$ cat src/rtl/pgx_pkg.sv
package pgx_pkg;
  typedef enum logic [1:0] {
    ST_OK         = 2'd0,
    ST_PAGE_FAULT = 2'd1,
    ST_PROT_FAULT = 2'd2
  } xl_status_e;

  // flag positions above the frame field in an entry word
  localparam int unsigned FL_PRESENT = 0;
  localparam int unsigned FL_RO      = 1;
  localparam int unsigned FL_NC      = 2;
  localparam int unsigned FL_REF     = 3;
  localparam int unsigned FL_MOD     = 4;
  localparam int unsigned FLAG_W     = 5;
endpackage

$ cat src/rtl/pgx_table.sv
module pgx_table
  import pgx_pkg::*;
#(
  parameter int unsigned PAGE_W  = 4,
  parameter int unsigned FRAME_W = 3,
  localparam int unsigned ENTRIES = 1 << PAGE_W
) (
  input  logic               clk_i,
  input  logic               rst_ni,
  input  logic               cfg_we_i,
  input  logic               cfg_clr_i,
  input  logic [PAGE_W-1:0]  cfg_idx_i,
  input  logic [FRAME_W-1:0] cfg_frame_i,
  input  logic [FLAG_W-1:0]  cfg_flags_i,
  input  logic               upd_en_i,
  input  logic [PAGE_W-1:0]  upd_idx_i,
  input  logic               upd_write_i,
  output logic [FRAME_W-1:0] frame_o [ENTRIES],
  output logic [FLAG_W-1:0]  flags_o [ENTRIES]
);
  logic [FRAME_W-1:0] frame_q [ENTRIES];
  logic [FLAG_W-1:0]  flags_q [ENTRIES];
  logic [ENTRIES-1:0] ref_vec;

  for (genvar i = 0; i < ENTRIES; i++) begin : g_ent
    always_ff @(posedge clk_i or negedge rst_ni) begin
      if (!rst_ni) begin
        frame_q[i] <= '0;
        flags_q[i] <= '0;
      end else begin
        if (cfg_clr_i) flags_q[i][FL_REF] <= 1'b0;
        if (cfg_we_i && cfg_idx_i == PAGE_W'(i)) begin
          frame_q[i] <= cfg_frame_i;
          flags_q[i] <= cfg_flags_i;
        end else if (upd_en_i && upd_idx_i == PAGE_W'(i)) begin
          flags_q[i][FL_REF] <= 1'b1;
          if (upd_write_i) flags_q[i][FL_MOD] <= 1'b1;
        end
      end
    end
    assign frame_o[i] = frame_q[i];
    assign flags_o[i] = flags_q[i];
    assign ref_vec[i] = flags_q[i][FL_REF];
  end

  a_r5_ref_set: assert property (@(posedge clk_i) disable iff (!rst_ni)
    (upd_en_i && !cfg_we_i && !cfg_clr_i) |=> flags_q[$past(upd_idx_i)][FL_REF]);
  a_r5_mod_set: assert property (@(posedge clk_i) disable iff (!rst_ni)
    (upd_en_i && upd_write_i && !cfg_we_i && !cfg_clr_i) |=> flags_q[$past(upd_idx_i)][FL_MOD]);
  a_r8_clear_all: assert property (@(posedge clk_i) disable iff (!rst_ni)
    (cfg_clr_i && !cfg_we_i && !upd_en_i) |=> ref_vec == '0);
endmodule

$ cat src/rtl/pgx_lookup.sv
module pgx_lookup
  import pgx_pkg::*;
#(
  parameter int unsigned PAGE_W  = 4,
  parameter int unsigned OFF_W   = 12,
  parameter int unsigned FRAME_W = 3,
  localparam int unsigned ENTRIES = 1 << PAGE_W,
  localparam int unsigned VA_W    = PAGE_W + OFF_W,
  localparam int unsigned PA_W    = FRAME_W + OFF_W
) (
  input  logic [VA_W-1:0]    vaddr_i,
  input  logic               write_i,
  input  logic [FRAME_W-1:0] frame_i [ENTRIES],
  input  logic [FLAG_W-1:0]  flags_i [ENTRIES],
  output logic [PAGE_W-1:0]  vpn_o,
  output xl_status_e         status_o,
  output logic [PA_W-1:0]    paddr_o,
  output logic               nocache_o
);
  logic [FRAME_W-1:0] sel_frame;
  logic [FLAG_W-1:0]  sel_flags;

  assign vpn_o     = vaddr_i[VA_W-1:OFF_W];
  assign sel_frame = frame_i[vpn_o];
  assign sel_flags = flags_i[vpn_o];

  always_comb begin
    status_o  = ST_OK;
    paddr_o   = '0;
    nocache_o = 1'b0;
    if (!sel_flags[FL_PRESENT]) begin
      status_o = ST_PAGE_FAULT;
    end else if (write_i && sel_flags[FL_RO]) begin
      status_o = ST_PROT_FAULT;
    end else begin
      paddr_o   = {sel_frame, vaddr_i[OFF_W-1:0]};
      nocache_o = sel_flags[FL_NC];
    end
  end
endmodule

$ cat src/rtl/pgx_translator.sv
module pgx_translator
  import pgx_pkg::*;
#(
  parameter int unsigned PAGE_W  = 4,
  parameter int unsigned OFF_W   = 12,
  parameter int unsigned FRAME_W = 3,
  localparam int unsigned ENTRIES = 1 << PAGE_W,
  localparam int unsigned VA_W    = PAGE_W + OFF_W,
  localparam int unsigned PA_W    = FRAME_W + OFF_W,
  localparam int unsigned WORD_W  = FRAME_W + FLAG_W
) (
  input  logic              clk_i,
  input  logic              rst_ni,
  input  logic              cfg_we_i,
  input  logic              cfg_clr_i,
  input  logic [PAGE_W-1:0] cfg_idx_i,
  input  logic [WORD_W-1:0] cfg_wdata_i,
  output logic [WORD_W-1:0] cfg_rdata_o,
  input  logic              req_valid_i,
  output logic              req_ready_o,
  input  logic [VA_W-1:0]   req_vaddr_i,
  input  logic              req_write_i,
  output logic              rsp_valid_o,
  output logic [1:0]        rsp_status_o,
  output logic [PA_W-1:0]   rsp_paddr_o,
  output logic              rsp_nocache_o,
  output logic [PAGE_W-1:0] rsp_vpn_o
);
  logic [FRAME_W-1:0] frame_w [ENTRIES];
  logic [FLAG_W-1:0]  flags_w [ENTRIES];
  logic [PAGE_W-1:0]  dec_vpn;
  xl_status_e         dec_status;
  logic [PA_W-1:0]    dec_paddr;
  logic               dec_nc;
  logic               fire;
  logic               upd_en;

  // config has priority over traffic
  assign req_ready_o = !(cfg_we_i || cfg_clr_i);
  assign fire        = req_valid_i && req_ready_o;
  assign upd_en      = fire && dec_status == ST_OK;
  assign cfg_rdata_o = {flags_w[cfg_idx_i], frame_w[cfg_idx_i]};

  pgx_table #(.PAGE_W(PAGE_W), .FRAME_W(FRAME_W)) u_table (
    .clk_i       (clk_i),
    .rst_ni      (rst_ni),
    .cfg_we_i    (cfg_we_i),
    .cfg_clr_i   (cfg_clr_i),
    .cfg_idx_i   (cfg_idx_i),
    .cfg_frame_i (cfg_wdata_i[FRAME_W-1:0]),
    .cfg_flags_i (cfg_wdata_i[WORD_W-1:FRAME_W]),
    .upd_en_i    (upd_en),
    .upd_idx_i   (dec_vpn),
    .upd_write_i (req_write_i),
    .frame_o     (frame_w),
    .flags_o     (flags_w)
  );

  pgx_lookup #(.PAGE_W(PAGE_W), .OFF_W(OFF_W), .FRAME_W(FRAME_W)) u_lookup (
    .vaddr_i   (req_vaddr_i),
    .write_i   (req_write_i),
    .frame_i   (frame_w),
    .flags_i   (flags_w),
    .vpn_o     (dec_vpn),
    .status_o  (dec_status),
    .paddr_o   (dec_paddr),
    .nocache_o (dec_nc)
  );

  always_ff @(posedge clk_i or negedge rst_ni) begin
    if (!rst_ni) begin
      rsp_valid_o   <= 1'b0;
      rsp_status_o  <= ST_OK;
      rsp_paddr_o   <= '0;
      rsp_nocache_o <= 1'b0;
      rsp_vpn_o     <= '0;
    end else begin
      rsp_valid_o <= fire;
      if (fire) begin
        rsp_status_o  <= dec_status;
        rsp_paddr_o   <= dec_paddr;
        rsp_nocache_o <= dec_nc;
        rsp_vpn_o     <= dec_vpn;
      end
    end
  end

  a_r9_rsp_after_accept: assert property (@(posedge clk_i) disable iff (!rst_ni)
    fire |=> rsp_valid_o);
  a_r9_no_spurious_rsp: assert property (@(posedge clk_i) disable iff (!rst_ni)
    !fire |=> !rsp_valid_o);
  a_r9_cfg_stalls: assert property (@(posedge clk_i) disable iff (!rst_ni)
    (cfg_we_i || cfg_clr_i) |-> !req_ready_o);
  a_r3_offset_passes: assert property (@(posedge clk_i) disable iff (!rst_ni)
    fire |=> rsp_status_o != ST_OK ||
             rsp_paddr_o[OFF_W-1:0] == $past(req_vaddr_i[OFF_W-1:0]));
  a_r2_fault_no_addr: assert property (@(posedge clk_i) disable iff (!rst_ni)
    (rsp_valid_o && rsp_status_o != ST_OK) |-> rsp_paddr_o == '0);
  a_r6_fault_keeps_flags: assert property (@(posedge clk_i) disable iff (!rst_ni)
    (fire && dec_status != ST_OK) |=> flags_w[$past(dec_vpn)] == $past(flags_w[dec_vpn]));
  a_r6_vpn_reported: assert property (@(posedge clk_i) disable iff (!rst_ni)
    fire |=> rsp_vpn_o == $past(req_vaddr_i[VA_W-1:OFF_W]));
endmodule

$ cat config.mk
export PLATFORM = sky130hd
export DESIGN_NAME = pgx_translator
export DESIGN_NICKNAME = d
export VERILOG_FILES = /design/src/rtl/pgx_pkg.sv /design/src/rtl/pgx_table.sv /design/src/rtl/pgx_lookup.sv /design/src/rtl/pgx_translator.sv
export SDC_FILE = /design/constraint.sdc
export NUM_CORES = 1
export LEC_CHECK = 0
export BUFFER_PORTS_ARGS = -buffer_cell sky130_fd_sc_hd__buf_2
export CORE_ASPECT_RATIO = 1.4
export CORE_UTILIZATION = 40
export CTS_CLUSTER_SIZE = 24
export DETAILED_ROUTE_END_ITERATION = 10
export PLACE_DENSITY = 0.57
export SLEW_MARGIN = 20
export SYNTH_ARGS = -nofsm -noshare
export SYNTH_HDL_FRONTEND = slang
export SYNTH_SLANG_ARGS = --single-unit
$ cat constraint.sdc
create_clock -name clk_i -period 4.3 [get_ports clk_i]
set_input_delay 0.86 -clock clk_i [delete_from_list [all_inputs] [get_ports clk_i]]
set_output_delay 0.86 -clock clk_i [all_outputs]
set_load 0.005 [all_outputs]
* After elaboration in Yosys (flattened, before gate mapping)
Index checks and enable logic that the tools add are counted.
** Word-level totals
- Flip-flop bits (word level) :: 151
- Input port bits :: 34
- Output and inout port bits :: 32
- Word-level logic and storage cells :: 259
** Operators by class
- $lt $le $gt $ge :: 2
- Equality and inequality tests :: 30
- Muxes and demuxes :: 52
- Bitwise operators :: 2
- Reduce and logical (&&, ||, !) cells :: 104
** Operators by type and width (count)
- 2-bit 2-to-1 mux :: 34
- 4-bit equality test (second input constant) :: 16
- 2-bit nonzero test :: 32
- 3-bit nonzero test :: 16
- 5-bit binary-select mux with 4-bit select :: 2
- 1-bit logical AND :: 35
- 4-bit by 3-bit equality test with 1-bit output (second input constant) :: 8
- 2-bit AND reduction :: 16
- 15-bit 2-to-1 mux :: 2
- 3-bit binary-select mux with 4-bit select :: 2
- 3-bit 2-to-1 mux :: 6
- 4-bit by 2-bit equality test with 1-bit output (second input constant) :: 4
- 5-bit >= comparator (second input constant) :: 2
- 5-bit 2-to-1 mux :: 2
- 4-bit inverter with 5-bit output :: 2
- 4-bit by 1-bit equality test with 1-bit output (second input constant) :: 2
- 4-bit zero test :: 2
- 1-bit 2-to-1 mux :: 4
- 2-bit zero test :: 1
- 1-bit zero test :: 1
- 1-bit logical OR :: 1

* Depth between registers and ports, before layout
Gate-level depths: netlist of run 1.
- Word-level depth :: 12
- Depth in mapped cells :: 9
- Depth with buffers taken out :: 7

* Modules after synthesis
Synthesis of run 1 repeated with hierarchy kept, for this count alone.
** Second synthesis, totals
- Cell total of the unflattened synthesis :: 555
- Area, all modules :: 8121.5 µm²
** Modules (own cells, without submodules)
- pgx_table :: instances 1, cells each 361, area each 5207.5 µm², sequential area each 3203.1 µm²
- pgx_translator :: instances 1, cells each 121, area each 1889.3 µm², sequential area each 575.6 µm²
- pgx_lookup :: instances 1, cells each 73, area each 1024.7 µm², sequential area each 0.0 µm²

* Worst setup path after synthesis of run 1
OpenSTA, ideal clock, no wires.
- Path type :: input -> output
- Start point :: input port cfg_idx_i[0]
- End point :: output port cfg_rdata_o[2]
- Arrival time :: 2.424 ns
- Data required time :: 3.440 ns
- Path slack :: 1.016 ns
- Stages on the path :: 4
- Buffers on the path :: 2
- Cell sequence :: buf_2 -> buf_2 -> mux4_2 -> mux4_2
** Between the ends
- Word-level cells in the longest chain between the ends :: 4
** RTL lines
- from (decl) :: RTL line pgx_translator.sv:16 : input logic [PAGE_W-1:0] cfg_idx_i,
- 4-bit inverter with 5-bit output (implied by the code) :: RTL line pgx_translator.sv:42 : assign cfg_rdata_o = {flags_w[cfg_idx_i], frame_w[cfg_idx_i]};
- 3-bit binary-select mux with 4-bit select :: RTL line pgx_translator.sv:42
- 3-bit 2-to-1 mux (implied by the code) (2 in series) :: RTL line pgx_translator.sv:42
- to (decl) :: RTL line pgx_translator.sv:18 : output logic [WORD_W-1:0] cfg_rdata_o,
No other way between the ends. The select of a mux whose other input is x is not followed.

* Final worst setup path of run 1
Same ends and word-level chain as after synthesis.

==> results of run 1 <==
per-stage QoR:
step           util, %  cell area (sq um)
6_report          46.2               9130
5_1_grt           46.2               9130
4_1_cts           46.2               9130
3_5_place_dp      43.4               8590
3_3_place_gp      43.4               8590
2_1_floorplan        -               8050
area by class of cell:
class | instances | area share (%)
Clock inverter | 14 | 1.26
Multi-Input combinational cell | 498 | 43.6
Inverter | 19 | 0.781
Sequential cell | 151 | 41.4
Timing Repair Buffer | 80 | 4.86
Tap cell | 252 | 3.45
Clock buffer | 18 | 4.70
worst min-delay path by stage:
stage | to | slack (ns) | cells after the start
after floorplan | u_table.flags_o[47] | 0.46 | 2
after global placement | rsp_vpn_o[0] | 0.46 | 2
after detailed placement | rsp_vpn_o[2] | 0.46 | 2
after CTS | rsp_vpn_o[2] | 0.48 | 2
after global routing | rsp_vpn_o[0] | 0.50 | 2
final | rsp_vpn_o[2] | 0.48 | 2
cell usage after synthesis, types with 2 or more instances:
| cell type | n |
|---|---|
| clkbuf_1 | 18 |
| nand2_1 | 161 |
| nor3_1 | 8 |
| nor2_1 | 54 |
| mux4_2 | 64 |
| buf_4 | 4 |
| o41ai_2 | 2 |
| nor4_1 | 3 |
| and3_1 | 4 |
| buf_1 | 3 |
| dfrtp_1 | 151 |
| nand3_1 | 6 |
| nand2b_1 | 8 |
| a21oi_1 | 31 |
| buf_2 | 20 |
| a31oi_1 | 7 |
| nor2b_1 | 6 |
| nand3b_1 | 2 |
| nand4b_1 | 2 |
| nor3b_1 | 5 |
| o21ai_1 | 2 |
| nand4_1 | 23 |
| mux2_2 | 62 |
| inv_1 | 19 |
| o31ai_1 | 3 |
| a22oi_1 | 2 |
| mux2i_1 | 13 |
| o21ai_0 | 19 |
report_power, final:
part / switching [mW] / total, mW / internal, mW
clock network: 0.637 / 1.39 / 0.752
logic: 0.382 / 0.862 / 0.480
registers: 0.209 / 1.91 / 1.70
total: 1.23 / 4.16 / 2.93
kinds of logic (layout without fill, tap and decap cells):
family          after synthesis  in the layout  share of synthesized area (%)
buf+inv                      65            131                           3.62
flops                       151            151                           46.9
simple gates                288            288                           15.9
mux                         140            140                           28.5
compound gates               70             70                           5.08
layer usage:
layer | part of all wire (%) | vias to the layer above
li1 | - | 2683
met1 | 39 | 3084
met2 | 49 | 304
met3 | 7.2 | 62
met4 | 4.8 | 0
met5 | 0 | -
flip-flops by register name (all words and copies together) (netlist names):
name / flops
rsp_paddr_o: 15
u_table.flags_o: 80
rsp_valid_o: 1
rsp_vpn_o: 4
rsp_status_o: 2
rsp_nocache_o: 1
u_table.frame_o: 48
worst max-delay path: stages:
cell and delay, ns:
buf_2 0.44, buf_4 0.35, mux4_2 0.54, mux4_2 0.48, buf_2 0.14
==> flow_metrics.py, run 1 <==
metrics = {
    "global_routing": {
        "grtUsageMet3_pct": 3.95,
        "grt_pass1_vias": 6200,
        "grt_overflow": 0,
        "grt_first_pass_wirelength_um": 35800,
        "grt_busiest_layer": "met2",
        "track_usage_pct": 23.6,
        "global_route.usage.met2_pct": 38.5,
        "grt_antenna_before_repair": 0,
        "maximum_number_of_pins_on_one_net_before_global_route_repair": 96,
        "globalRouteMet1Util_pct": 29.6,
    },
    "detailed_routing": {
        "vias": 6133,
        "detail_route.first_pass.iterations": 5,
        "drcViolationCount": 0,
        "avgViaCountPerCell": 5.94,
        "detail_route.wirelength_um": 23100,
        "drt_first_iter_violations": 494,
        "route.antenna.remaining_nets": 0,
        "routedWlPerCell_um": 22.4,
    },
    "synthesis": {
        "synth-edff-count": 0,
        "share_of_the_synthesized_area_in_the_top_cell_type_pct": 46.9,
        "yosys_register_bits": 151,
        "share_of_flip_flops_with_an_asynchronous_set_or_reset_after_synthesis_pct": 100,
        "synthCells": 714,
        "synth_area_leader_cell": "dfrtp_1",
        "syn_nets": 748,
        "synth.yosys.warnings": 0,
        "synthesis.area_per_instance_sq_um": 11.3,
        "synth.lib_cells_used.distinct": 40,
        "syn_area_sq_mm": 0.00805,
        "synth_area_leaders": "dfrtp_1 47%, mux4_2 18%, mux2_2 8.7%, nand2_1 7.5%, nor2_1 2.5%",
        "synthFlopType": "dfrtp_1",
        "synth.yosys.seq_area_share_pct": 46.9,
    },
    "final_layout": {
        "final_common_cell": "nand2_1",
        "n_antenna_cell": 0,
        "mostFrequentLayoutCells": "161 x nand2_1, 151 x dfrtp_1, 64 x mux4_2, 64 x buf_2, 62 x mux2_2",
        "final_net_count": 801,
        "drive_above_1_share_pct": 31.2,
        "area_delta_synth_final_pct": 13.5,
        "non_filler_cells_in_the_finished_layout": 1032,
        "sequential_cell_area_sq_mm": 0.00378,
        "multi_input_comb_area_sq_mm": 0.00398,
        "layout.filler_cells": 1824,
    },
    "worst_setup_path": {
        "worstReg2RegStart": "u_table.flags_o[45]",
        "sort_of_element_at_the_end_of_the_critical_path": "output pin",
        "timing.rr.end": "u_table.flags_o[79]",
        "critPathArrivalTime_ns": 2.83,
        "cp-start-kind": "input pin",
        "critPathKind": "input pin to output pin",
        "critical_path.endpoint": "cfg_rdata_o[2]",
        "critPathRequiredTime_ns": 3.44,
        "r2r.worst_path.cells": 5,
        "setup.worst_path.start": "cfg_idx_i[0]",
        "crit_path_max_fanout": 16,
        "reg2reg_setup_slack_ns": 1.88,
    },
    "hold_path": {
        "class_of_the_tightest_hold_or_removal_check": "flip-flop to flip-flop",
        "min-delay-start": "rsp_vpn_o[2]",
    },
    "clock_tree": {
        "cts-resized-gates": 0,
        "cts_setup_buffers": 0,
        "cts-buffers-inserted": 17,
        "worst_setup_hold_path_clk_slew_ns": 0.06,
        "clock_tree.root_cell": "clkbuf_16",
        "hold_buffers": 0,
        "clock-sinks": 151,
        "clock_latency_at_the_later_pin_of_the_worst_skew_pair_ns": 0.42,
        "clock_tree_from_tritoncts": "built",
        "ctsHtreeMaxLevel": 4,
        "cts-root-to-sink-buffers": 2,
    },
    "sta": {
        "clock_skew_ns": 0.00957,
        "slew_viol_final": 0,
        "rsz0062_at_grt": "no",
        "worst_slew_pin_slew_ns": 1.06,
        "final_critical_path_setup_slack_ns": 0.614,
        "fmax_mhz": 271,
        "min_period_ns": 3.69,
        "min_hold_slack_ns": 0.475,
        "share_of_the_clock_period_used_by_the_worst_path_after_layout_pct": 85.7,
        "timing.final.setup_violations": 0,
        "totalNegativeSetupSlack_ns": 0,
        "finalHoldViolCount": 0,
        "maxSlewHeadroom_pct": 29.0,
    },
    "floorplanning": {
        "ioPinCount": 66,
        "floorplan.rows": 61,
        "fp.dieW_um": 122,
        "die_y_um": 170,
        "dieArea_sq_mm": 0.0207,
        "initial_utilization_pct": 40.7,
        "core_area_sq_mm": 0.0198,
    },
    "power": {
        "p_per_area_mw_per_mm2": 456,
        "ir_worst_vdd_v": 0.000262,
        "design_power_total_mw": 4.16,
        "leakagePower_nw": 4.10,
    },
    "placement": {
        "post-dp-hpwl_um": 15400,
        "place.detailed.instances": 1000,
        "numPortBuffers": 65,
        "pre_cts_slack_ns": 0.592,
        "place_congestion": 0.853,
    },
    "run_status": {
        "run_status": "finished clean",
    },
    "flow_run": {
        "drv_cap": 0,
    },
}
Note: power is estimated with default switching activity, not from simulation.
==> run 2: changes to the inputs <==
- ABC_AREA: default -> 1
- CORE_UTILIZATION: 40 -> 50
- PLACE_DENSITY: 0.57 -> 0.68
- SYNTH_HIERARCHICAL: default -> 1
==> flow_metrics.py, run 2 <==
metrics = {
    "final_layout": {
        "sequential_cell_area_sq_mm": 0.00378,
        "drive_above_1_share_pct": 9.16,
        "n_antenna_cell": 0,
        "final_net_count": 1408,
        "multi_input_comb_area_sq_mm": 0.00410,
        "area_delta_synth_final_pct": 9.93,
        "final_common_cell": "nand2_1",
        "mostFrequentLayoutCells": "551 x nand2_1, 184 x nand3_1, 156 x inv_1, 151 x dfrtp_1, 97 x o21ai_0",
        "layout.filler_cells": 1751,
        "post-route-util_pct": 56.4,
        "largest_reg_flops": 80,
    },
    "synthesis": {
        "synth.yosys.seq_area_share_pct": 42.2,
        "syn_area_sq_mm": 0.00896,
        "synth_area_leaders": "dfrtp_1 42%, nand2_1 23%, nand3_1 10%, inv_1 6.5%, o21ai_0 5.4%",
        "synth-edff-count": 0,
        "synth_area_leader_cell": "dfrtp_1",
        "synthFlopType": "dfrtp_1",
        "syn_nets": 1393,
        "synth_common_cells": "551 x nand2_1, 184 x nand3_1, 156 x inv_1",
        "share_of_the_synthesized_area_in_the_top_cell_type_pct": 42.2,
        "synth.yosys.warnings": 6,
        "synthesis.area_per_instance_sq_um": 6.59,
        "synth.most_common_cell": "nand2_1",
        "yosys_register_bits": 151,
        "synthCells": 1359,
        "synth.lib_cells_used.distinct": 22,
        "share_of_flip_flops_with_an_asynchronous_set_or_reset_after_synthesis_pct": 100,
    },
    "worst_setup_path": {
        "critical-path-max-stage-delay_ns": 0.57,
        "critPathArrivalTime_ns": 2.74,
        "cp-start-kind": "input pin",
        "critPathSlowestCell": "buf_4",
        "r2r.worst_path.cells": 15,
        "path_cells": "buf_2 > buf_4 > nand2_1 > nand3_1 > nand3_1 > nand3_1 > nand2_1 > buf_2",
        "critPathRequiredTime_ns": 3.44,
        "reg2reg_setup_slack_ns": 1.38,
        "crit_path_frequent_cell": "nand3_1",
        "sort_of_element_at_the_end_of_the_critical_path": "output pin",
        "crit_path_max_fanout": 42,
        "critPathKind": "input pin to output pin",
    },
    "power": {
        "pwr-share-clk_pct": 37.0,
        "switchingPower_mw": 1.35,
        "combinationalPowerShare_pct": 20.1,
        "ir_worst_vdd_v": 0.000220,
        "leakagePower_nw": 5.33,
        "netSwitchingFraction_pct": 31.1,
        "p_per_area_mw_per_mm2": 441,
        "design_power_total_mw": 4.34,
        "power.share.sequential_pct": 42.9,
        "power.internal_mw": 3.00,
    },
    "sta": {
        "min_hold_slack_ns": 0.473,
        "fmax_mhz": 278,
        "clock_skew_ns": 0.00755,
        "rsz0062_at_grt": "no",
        "totalNegativeSetupSlack_ns": 0,
        "slew_viol_final": 0,
        "finalHoldViolCount": 0,
        "worst_slew_pin_slew_ns": 0.898,
        "min_period_ns": 3.60,
        "maxSlewHeadroom_pct": 40.1,
        "share_of_the_clock_period_used_by_the_worst_path_after_layout_pct": 83.8,
        "timing.final.setup_violations": 0,
        "final_critical_path_setup_slack_ns": 0.697,
    },
    "placement": {
        "pre_cts_slack_ns": 0.385,
        "post-dp-hpwl_um": 17800,
        "numPortBuffers": 65,
        "place_congestion": 0.948,
    },
    "global_routing": {
        "grt_first_pass_wirelength_um": 42600,
        "grt_antenna_before_repair": 0,
        "grt_overflow": 0,
        "maximum_number_of_pins_on_one_net_before_global_route_repair": 95,
        "track_usage_pct": 30.7,
        "grt_pass1_vias": 8036,
    },
    "floorplanning": {
        "initial_utilization_pct": 51.3,
        "dieArea_sq_mm": 0.0185,
        "die_y_um": 160,
        "core_area_sq_mm": 0.0175,
        "floorplan.rows": 57,
        "fp.dieW_um": 115,
        "ioPinCount": 66,
    },
    "flow_run": {
        "drv_cap": 0,
    },
    "detailed_routing": {
        "vias": 8688,
        "detailroute.wirelength.met3_um": 1620,
        "route.antenna.remaining_nets": 0,
        "wl_met1_um": 10700,
        "route.met2.wl_um": 13300,
        "top_layer": "met4",
        "drt_first_iter_violations": 718,
        "drcViolationCount": 0,
        "avgViaCountPerCell": 5.35,
        "routedWlPerCell_um": 16.7,
        "detail_route.first_pass.iterations": 5,
        "detail_route.wirelength_um": 27200,
    },
    "clock_tree": {
        "clock-sinks": 151,
        "hold_buffers": 0,
        "clock_tree_from_tritoncts": "built",
        "ctsHtreeMaxLevel": 4,
        "clock_latency_at_the_later_pin_of_the_worst_skew_pair_ns": 0.43,
        "cts_setup_buffers": 0,
        "clock_tree.root_cell": "clkbuf_16",
        "worst_setup_hold_path_clk_slew_ns": 0.06,
        "cts-buffers-inserted": 17,
        "cts-root-to-sink-buffers": 2,
        "cts-resized-gates": 0,
    },
    "hold_path": {
        "class_of_the_tightest_hold_or_removal_check": "flip-flop to flip-flop",
        "worstHoldPathCells": 2,
    },
    "run_status": {
        "run_status": "finished clean",
    },
}
run 2: changes by cell type in the layout (fill, tap and decap cells not counted), sizes merged, moves of 42 or more:
cell | previous run | this run
nand2 | 161 | 554
nand3 | 6 | 189
inv | 25 | 162
o21ai | 21 | 101
mux4 | 64 | 0
mux2 | 62 | 0
nor2 | 55 | 97
run 2: kinds of logic after synthesis:
family	count (synthesis)	synth area share [%]
buffers and inverters	242	12.1
AOI/OAI and AO/OA	119	6.80
DFF	151	42.2
and+or+nand+nor	847	38.9
run 2: worst max-delay path: cells and delay by family:
kind | cells | cell delay (ns)
buffers and inverters | 3 | 1.23
AND/OR/NAND/NOR | 5 | 0.63
run 2: metal layers:
layer	vias to the layer above	track usage, %
met5	-	0
met2	365	51.1
met1	4007	36.4
li1	4224	-
met3	92	5.70
met4	0	18.9
run 2: through the flow:
step | cell area (sq um) | cells
after floorplan | 8960 | 1359
after global placement | 9220 | 1591
after detailed placement | 9220 | 1591
after CTS | 9850 | 1623
after global routing | 9850 | 1623
final | 9850 | 1623
run 2: final cells by class:
class,count,share of cell area (%)
timing repair buffer,76,4.46
inverter,162,6.17
multi-input combinational,966,41.6
tap,236,3.00
sequential,151,38.4
clock buffer,20,4.64
clock inverter,12,1.78
run 2: power groups by stage:
stage / clock network (mW) / registers, mW / logic (mW)
finish: 1.61 / 1.86 / 0.875
global placement: 0 / 1.88 / 0.844
floorplan: 0 / 1.84 / 0.630
detailed placement: 0 / 1.89 / 0.863
CTS: 1.63 / 1.86 / 0.869
global route: 1.69 / 1.90 / 1.01
run 2: path summary, 6_finish.rpt:
check / startpoint / to
max in group asynchronous: rst_ni / u_table/frame_o[44]
min reg2reg: rsp_paddr_o[2] / rsp_paddr_o[2]
min in group asynchronous: rst_ni / rsp_paddr_o[9]
max: cfg_idx_i[0] / cfg_rdata_o[0]
min: rsp_paddr_o[2] / rsp_paddr_o[2]
max reg2reg: u_table/flags_o[40] / u_table/flags_o[28]
==> run 3: changes to the inputs <==
- clock period: 4.3 -> 3.51 ns (I/O delays scaled with it)
==> flow_metrics.py, run 3 (synthesized netlist as in run 2, its figures left out) <==
metrics = {
    "placement": {
        "post-dp-hpwl_um": 18200,
        "place_congestion": 0.969,
        "place.detailed.instances": 1596,
        "numPortBuffers": 65,
        "post_dp_cell_area_sq_mm": 0.00928,
    },
    "detailed_routing": {
        "top_layer": "met4",
        "avgViaCountPerCell": 5.35,
        "detail_route.wirelength_um": 27400,
        "detail_route.first_pass.iterations": 5,
        "drt_first_iter_violations": 788,
        "detailroute.wirelength.met3_um": 1580,
        "route.met2.wl_um": 13800,
        "drcViolationCount": 0,
        "routedWlPerCell_um": 16.8,
        "vias": 8706,
        "wl_met1_um": 10700,
        "route.antenna.remaining_nets": 0,
    },
    "final_layout": {
        "multi_input_comb_area_sq_mm": 0.00410,
        "final_common_cell": "nand2_1",
        "non_filler_cells_in_the_finished_layout": 1628,
        "post-route-util_pct": 56.4,
        "drive_above_1_share_pct": 9.41,
        "mostFrequentLayoutCells": "551 x nand2_1, 184 x nand3_1, 156 x inv_1, 151 x dfrtp_1, 97 x o21ai_0",
        "largest_reg_flops": 80,
        "design_area_sq_mm": 0.00985,
        "final_net_count": 1413,
        "layout.filler_cells": 1726,
        "area_delta_synth_final_pct": 9.98,
        "n_antenna_cell": 0,
        "sequential_cell_area_sq_mm": 0.00378,
    },
    "clock_tree": {
        "hold_buffers": 0,
        "ctsHtreeMaxLevel": 4,
        "cts_setup_buffers": 0,
        "worst_setup_hold_path_clk_slew_ns": 0.06,
        "clock_tree.root_cell": "clkbuf_16",
        "clock-sinks": 151,
        "clock_latency_at_the_later_pin_of_the_worst_skew_pair_ns": 0.43,
        "cts-root-to-sink-buffers": 2,
        "cts-buffers-inserted": 17,
        "cts-resized-gates": 0,
        "clock_tree_from_tritoncts": "built",
    },
    "sta": {
        "slew_viol_final": 0,
        "totalNegativeSetupSlack_ns": 0,
        "share_of_the_clock_period_used_by_the_worst_path_after_layout_pct": 79.3,
        "rsz0062_at_grt": "no",
        "finalHoldViolCount": 0,
        "timing.final.setup_violations": 0,
        "clock_skew_ns": 0.0104,
        "fmax_mhz": 359,
        "min_hold_slack_ns": 0.189,
        "maxSlewHeadroom_pct": 51.4,
        "min_period_ns": 2.78,
        "worst_slew_pin_slew_ns": 0.728,
    },
    "global_routing": {
        "grt_pass1_vias": 8325,
        "grt_first_pass_wirelength_um": 44100,
        "grt_overflow": 0,
        "maximum_number_of_pins_on_one_net_before_global_route_repair": 75,
        "grt_antenna_before_repair": 0,
        "track_usage_pct": 31.5,
    },
    "run_status": {
        "run_status": "finished clean",
    },
    "power": {
        "ir_worst_vdd_v": 0.000268,
        "leakagePower_nw": 5.33,
        "p_per_area_mw_per_mm2": 525,
    },
    "floorplanning": {
        "dieArea_sq_mm": 0.0185,
        "core_area_sq_mm": 0.0175,
        "die_y_um": 160,
        "ioPinCount": 66,
        "floorplan.rows": 57,
        "initial_utilization_pct": 51.3,
        "fp.dieW_um": 115,
    },
    "worst_setup_path": {
        "worstReg2RegStart": "u_table/flags_o[6]",
        "cp-start-kind": "input pin",
        "r2r.worst_path.cells": 14,
        "critPathKind": "input pin to output pin",
        "critPathRequiredTime_ns": 2.81,
        "sort_of_element_at_the_end_of_the_critical_path": "output pin",
        "reg2reg_setup_slack_ns": 1.09,
        "critPathArrivalTime_ns": 2.08,
        "crit_path_max_fanout": 54,
        "timing.rr.end": "u_table/flags_o[49]",
    },
    "hold_path": {
        "class_of_the_tightest_hold_or_removal_check": "input pin to async pin",
    },
    "flow_run": {
        "drv_cap": 0,
    },
}
==> run 3: cell types whose count changed in the layout (fill, tap and decap cells not counted) <==
cell / previous run / this run
buf_12: 2 / 4
inv_6: 0 / 1
clkinv_4: 2 / 1
clkinvlp_4: 3 / 4
clkbuf_1: 1 / 2
clkinv_2: 3 / 4
buf_4: 9 / 12
clkbuf_8: 2 / 1
bufinv_16: 4 / 2
==> run 3: worst max path at each step <==
stage,startpoint,end,slack [ns],cells after the start
4_1_cts,cfg_idx_i[1],cfg_rdata_o[1],0.76,7
5_1_grt,req_vaddr_i[12],u_table/flags_o[49],0.51,15
2_1_floorplan,req_vaddr_i[14],u_table/flags_o[43],1.08,14
6_report,cfg_idx_i[0],cfg_rdata_o[3],0.73,10
3_5_place_dp,req_vaddr_i[12],u_table/flags_o[9],0.41,15
3_3_place_gp,req_vaddr_i[12],u_table/flags_o[48],0.49,17
==> run 3: power breakdown <==
part	total [mW]	leakage, nW	internal [mW]	switching, mW
sequential	2.29	1.92	2.05	0.239
clock	1.81	0.272	1.06	0.743
combinational	1.08	3.14	0.399	0.678
total	5.17	5.33	3.51	1.66
==> run 3: area by class of cell <==
| class | instances | share of cell area (%) |
|---|---|---|
| clock buffer | 20 | 4.53 |
| clock inverter | 12 | 1.30 |
| inverter | 162 | 6.17 |
| multi-input combinational | 966 | 41.6 |
| sequential | 151 | 38.3 |
| tap | 236 | 3.00 |
| timing repair buffer | 81 | 5.09 |
==> run 3: stage by stage <==
stage	worst slack [ns]	total power, mW
after floorplan	1.08	3.02
after global placement	0.488	3.36
after detailed placement	0.411	3.39
after CTS	0.763	5.20
after global routing	0.506	5.49
final	0.726	5.17
==> run 3: critical path, cell delays in order <==
cell,delay [ns]
buf_2,0.13
inv_2,0.20
buf_12,0.29
nand2_1,0.08
nand2_1,0.07
nand2_1,0.05
nand3_1,0.16
nand3_1,0.09
nand2_1,0.14
buf_2,0.13
==> run 3: routing by layer <==
metal / up-vias / GRT usage, %
met5: - / 0
met4: 0 / 18.4
met3: 96 / 5.43
met2: 350 / 53.9
met1: 4022 / 36.7
li1: 4238 / -
